## src/rtl/scl_phase_pkg.sv

```systemverilog
package scl_phase_pkg;

  typedef enum logic {
    SUBS_NONE = 1'b0,
    SUBS_HALF = 1'b1
  } subs_e;

  typedef struct packed {
    logic trip;
    logic warn;
  } phase_flags_t;

endpackage

```

## src/rtl/scl_phase_sum.sv

```systemverilog
module scl_phase_sum
  import scl_phase_pkg::*;
#(
  parameter int SCALE_W = 32,
  parameter int FRAC_W  = 16,
  localparam int SUM_W  = SCALE_W + 2
) (
  input  logic [SCALE_W-1:0]       scale,
  input  subs_e                    subs,
  input  logic                     cosite,
  output logic signed [SUM_W-1:0]  raw_phase,
  output logic                     raw_neg
);

  localparam logic [SUM_W-1:0] HALF_PIX = SUM_W'(1) << (FRAC_W - 1);

  // Half of one step per subsample: divide by 2*sub, rounding toward zero.
  function automatic logic [SUM_W-1:0] f_step(input logic [SCALE_W-1:0] s,
                                               input subs_e sb);
    logic [SUM_W-1:0] wide;
    wide = SUM_W'(s);
    return (sb == SUBS_HALF) ? (wide >> 2) : (wide >> 1);
  endfunction

  // Siting offset (sub-1)*half/sub: zero unless subsampled and co-sited.
  function automatic logic [SUM_W-1:0] f_siting(input subs_e sb, input logic cs);
    return (sb == SUBS_HALF && cs) ? (HALF_PIX >> 1) : '0;
  endfunction

  logic [SUM_W-1:0] step_term;
  logic [SUM_W-1:0] site_term;

  always_comb begin
    step_term = f_step(scale, subs);
    site_term = f_siting(subs, cosite);
    raw_phase = $signed(step_term + site_term - HALF_PIX);
    raw_neg   = raw_phase[SUM_W-1];
  end

endmodule

```

## src/rtl/scl_phase_encode.sv

```systemverilog
module scl_phase_encode
  import scl_phase_pkg::*;
#(
  parameter int SCALE_W = 32,
  parameter int FRAC_W  = 16,
  parameter int FIELD_W = 15,
  localparam int SUM_W  = SCALE_W + 2,
  localparam int SHIFT  = FRAC_W + 1 - FIELD_W
) (
  input  logic signed [SUM_W-1:0] raw_phase,
  output logic [FIELD_W-1:0]      field,
  output phase_flags_t            flags
);

  localparam logic signed [SUM_W-1:0] ONE_PIX = SUM_W'(1) << FRAC_W;
  localparam logic signed [SUM_W-1:0] LO_LIM  = -(ONE_PIX >>> 1);
  localparam logic signed [SUM_W-1:0] HI_LIM  = ONE_PIX + (ONE_PIX >>> 1);

  function automatic logic signed [SUM_W-1:0] f_fold(input logic signed [SUM_W-1:0] p);
    return (p < 0) ? (p + ONE_PIX) : p;
  endfunction

  logic signed [SUM_W-1:0] folded;
  logic [SUM_W-1:0]        shifted;

  always_comb begin
    folded     = f_fold(raw_phase);
    shifted    = folded >> SHIFT;
    field      = FIELD_W'(shifted);
    flags.trip = (raw_phase >= 0);
    flags.warn = (raw_phase < LO_LIM) || (raw_phase > HI_LIM);
  end

endmodule

```

## src/rtl/scl_phase_calc.sv

```systemverilog
module scl_phase_calc
  import scl_phase_pkg::*;
#(
  parameter int SCALE_W = 32,
  parameter int FRAC_W  = 16,
  parameter int FIELD_W = 15,
  localparam int WORD_W = FIELD_W + 1,
  localparam int SUM_W  = SCALE_W + 2
) (
  input  logic               clk,
  input  logic               rst_n,
  input  logic               in_valid,
  input  logic [SCALE_W-1:0] scale_i,
  input  logic               sub2_i,
  input  logic               cosite_i,
  output logic               out_valid,
  output logic [WORD_W-1:0]  phase_word,
  output logic               warn_o
);

  logic signed [SUM_W-1:0] raw_phase;
  logic                    raw_neg;
  logic [FIELD_W-1:0]      field;
  phase_flags_t            flags;
  subs_e                   subs;

  assign subs = subs_e'(sub2_i);

  scl_phase_sum #(.SCALE_W(SCALE_W), .FRAC_W(FRAC_W)) u_sum (
    .scale     (scale_i),
    .subs      (subs),
    .cosite    (cosite_i),
    .raw_phase (raw_phase),
    .raw_neg   (raw_neg)
  );

  scl_phase_encode #(.SCALE_W(SCALE_W), .FRAC_W(FRAC_W), .FIELD_W(FIELD_W)) u_enc (
    .raw_phase (raw_phase),
    .field     (field),
    .flags     (flags)
  );

  always_ff @(posedge clk) begin
    if (!rst_n) begin
      out_valid  <= 1'b0;
      phase_word <= '0;
      warn_o     <= 1'b0;
    end else begin
      out_valid <= in_valid;
      if (in_valid) begin
        phase_word <= {flags.trip, field};
        warn_o     <= flags.warn;
      end
    end
  end

endmodule

```

## config.mk

```make
export PLATFORM = sky130hd
export DESIGN_NAME = scl_phase_calc
export DESIGN_NICKNAME = d
export VERILOG_FILES = /design/src/rtl/scl_phase_pkg.sv /design/src/rtl/scl_phase_sum.sv /design/src/rtl/scl_phase_encode.sv /design/src/rtl/scl_phase_calc.sv
export SDC_FILE = /design/constraint.sdc
export NUM_CORES = 1
export LEC_CHECK = 0
export BUFFER_PORTS_ARGS = -buffer_cell sky130_fd_sc_hd__buf_2
export CAP_MARGIN = 20
export CORE_ASPECT_RATIO = 1.75
export CORE_MARGIN = 5
export CORE_UTILIZATION = 40
export CTS_CLUSTER_DIAMETER = 40
export DETAILED_ROUTE_END_ITERATION = 12
export HOLD_SLACK_MARGIN = 0.06
export PLACE_DENSITY = 0.69
export REMOVE_ABC_BUFFERS = 1
export SYNTH_ARGS = -nofsm -noshare
export SYNTH_HDL_FRONTEND = slang
export SYNTH_SLANG_ARGS = --single-unit
```

## constraint.sdc

```tcl
create_clock -name clk -period 8.05 [get_ports clk]
set_input_delay 1.61 -clock clk [delete_from_list [all_inputs] [get_ports clk]]
set_output_delay 1.61 -clock clk [all_outputs]
set_load 0.02 [all_outputs]
```

==> out/metrics.csv <==
stage;metric;value;unit
cts;cts.sinks;18;
finish;drive_gt1_frac;0.280;
floorplanning;initial_core_util;0.412;
synth;syn-mean-instance-area;8.17;µm²
floorplanning;fp.dieArea;5110;µm²
synth;yosysWarnings;0;
global_route;grt_max_degree;40;
power;switching_power;77.3;µW
sta;slew_violations;0;
placement;gp_congestion;0.833;
synth;synth.distinct_cells;46;
detailed_routing;ant_nets;0;
power;p_leak;0.000842;µW
global_route;grt_pass1_vias;1512;
synth;yosysTopAreaCellShare;0.241;
synth;yosysSeqAreaShare;0.241;
detailed_routing;wl_per_cell;15.1;µm
cts;cts_root_buf;clkbuf_8;
sta;period_share;0.610;
detailed_routing;drc;0;
synth;yosys.area.top_type;dfxtp_1;
synth;synth_flop_cell;dfxtp_1;
sta;finalHoldViolCount;0;
sta;worstMarginPinSlew;791;ps
sta;setup_viol;0;
placement;place_hpwl;3190;µm
detailed_routing;routed_via_density;5.55;
setup_path;cpLargestDelayFamily;simple AND/OR/NAND/NOR gates;
synth;synth_common_cells;dfxtp_1, mux2i_1, nand2_1;
status;outcome;completed;
power;p_comb_frac;0.303;
setup_path;crit_buf_inv;2;
finish;n_antenna_cell;0;
power;p_int;170;µW
cts;post_cts_buffers;0;
detailed_routing;dr.pass1.iters;4;
synth;synth_edf_count;0;
run;maxCapViolCount;0;
sta;fin_tns_setup;0;ps
worst_hold_path;hp-class;reg2reg;
detailed_routing;via_count;1505;
setup_path;cpPeakStageDelay;650;ps
cts;clock_latency;250;ps
power;swShare;0.312;
synth;async_flop_share;0;
setup_path;startpoint_type;primary input;
sta;relSlewSlack;0.473;
power;cellPowerDensity;137;nW/µm²
setup_path;crit_fanout;39;
sta;grt_setup_unrepaired;no;
floorplanning;io_pins;55;
detailed_routing;routed_wl;4100;µm
cts;cts_resized;0;
cts;cts_tree;done;
finish;area_delta_synth_final;21.3;%
floorplanning;fp.dieH;90.9;µm
setup_path;path_cells;buf_2, mux2_2, ha_1, inv_1, ha_1, nand2b_1, or4_1, nor3_1, mux2i_1, a211oi_2, o41ai_2, nand2_1;
cts;cts.path.max_buffers;2;
finish;fillers;383;
global_route;grt_overflow;0;
cts;path_clk_slew;70;ps
global_route;antenna_found_initial;0;
setup_path;endpoint_kind;flip-flop;
floorplanning;die_w;56.2;µm
cts;numCtsBuffers;3;
setup_path;slowest_stage;or4_1;
detailed_routing;drtIter0Drc;28;
setup_path;worstPathArrival;5050;ps
floorplanning;core_area;3630;µm²
setup_path;crit_type;in2reg;
global_route;grt_pass1_wl;6920;µm
synth;synthCells;183;
floorplanning;rows;29;
power;peakVddDrop;0.153;mV
cts;holdBufCountCts;0;
finish;finish.utilization;0.500;
global_route;grtUsageTotal;0.165;
setup_path;worstPathRequired;8190;ps
sta;period_minus_slack;4910;ps
synth;ys_top_cells_by_area;dfxtp_1, mux2i_1, o211a_1, nand2_1, nor4_1;
finish;layout.nets;265;
synth;syn_area;1500;µm²
power;p_seq_frac;0.400;
sta;skew;0;ps
synth;ys_seq_elements;18;
placement;port-buffer-count;53;
sta;fmax;203;MHz
power;pwr-share-clk;0.298;
cts;htree_levels;1;
setup_path;crit_top_cell;ha_1;
[final timing paths]
| kind | depth (start not counted) | from | end | slack [ps] |
|---|---|---|---|---|
| max | 12 | sub2_i | warn_o | 3140 |
| min | 2 | warn_o | warn_o | 470 |
| max reg2reg | 1 | phase_word[6] | phase_word[6] | 7410 |
| min reg2reg | 2 | warn_o | warn_o | 470 |
[cell usage in the layout, fill, tap and decap left out, types with 2 or more instances in the layout]
master | Yosys | layout
buf_2 | 2 | 53
mux2i_1 | 18 | 18
dfxtp_1 | 18 | 18
nand2_1 | 17 | 17
o211a_1 | 13 | 13
nor2_1 | 10 | 10
nor3_1 | 8 | 8
nor4_1 | 8 | 8
nor2b_1 | 6 | 6
a21oi_1 | 6 | 6
o21ai_0 | 5 | 5
xnor2_1 | 5 | 5
nand2b_1 | 4 | 4
or3_1 | 4 | 4
o31a_1 | 4 | 4
nor3b_1 | 4 | 4
clkbuf_8 | 0 | 4
inv_1 | 3 | 3
xor2_1 | 3 | 3
and2_1 | 2 | 2
or4_1 | 2 | 2
nand4_1 | 2 | 2
o311ai_0 | 2 | 2
nand3_1 | 2 | 2
a211o_1 | 2 | 2
ha_1 | 2 | 2
[layer usage]
metal / track usage / part of all wire / vias to the layer above
li1: - / - / 777
met1: 0.177 / 0.40 / 690
met2: 0.305 / 0.54 / 32
met3: 0.0329 / 0.038 / 6
met4: 0.0673 / 0.022 / 0
met5: 0 / 0 / -
[metrics by stage]
step                hold slack, ps  instance area (µm²)  power (µW)  instances  setup WS (ps)
finish                         473                 1810         248        271           3140
detailed placement             462                 1760         176        267           2850
CTS                            476                 1810         251        271           3110
global placement               459                 1760         175        267           2890
global route                   487                 1810         264        271           2910
floorplan                      544                 1440         141        168           3910
[kinds of logic (layout without fill, tap and decap cells)]
logic type	Yosys count	count (layout)	share of synthesized area
and+or+nand+nor	74	74	0.274
DFF	18	18	0.241
AOI/OAI and AO/OA	44	44	0.245
buffers and inverters	18	60	0.0477
xor gates and xnor gates	8	8	0.0469
muxes	19	19	0.128
adders and majority gates	2	2	0.0167
[sequential cells by signal, summed over array words and instances (netlist names)]
name        count
phase_word     16
warn_o          1
out_valid       1
[layout make-up]
class,instances,area [µm²],share of cell area
clock buffers,4,55.1,0.0304
well taps,46,57.6,0.0317
inverters,3,11.3,0.00621
repair buffers,53,265,0.146
multi-input cells,147,1060,0.587
flip-flops and latches,18,360,0.199
[power by group through the flow]
| stage | clock (µW) | sequential, µW | combinational, µW |
|---|---|---|---|
| after floorplan | 0 | 109 | 31.9 |
| after global placement | 0 | 101 | 74.5 |
| after detailed placement | 0 | 101 | 75.1 |
| after CTS | 77.0 | 99.0 | 75.5 |
| after global routing | 81.1 | 99.5 | 83.3 |
| final | 73.7 | 98.9 | 74.9 |
Power figures use the tool's default switching activity.
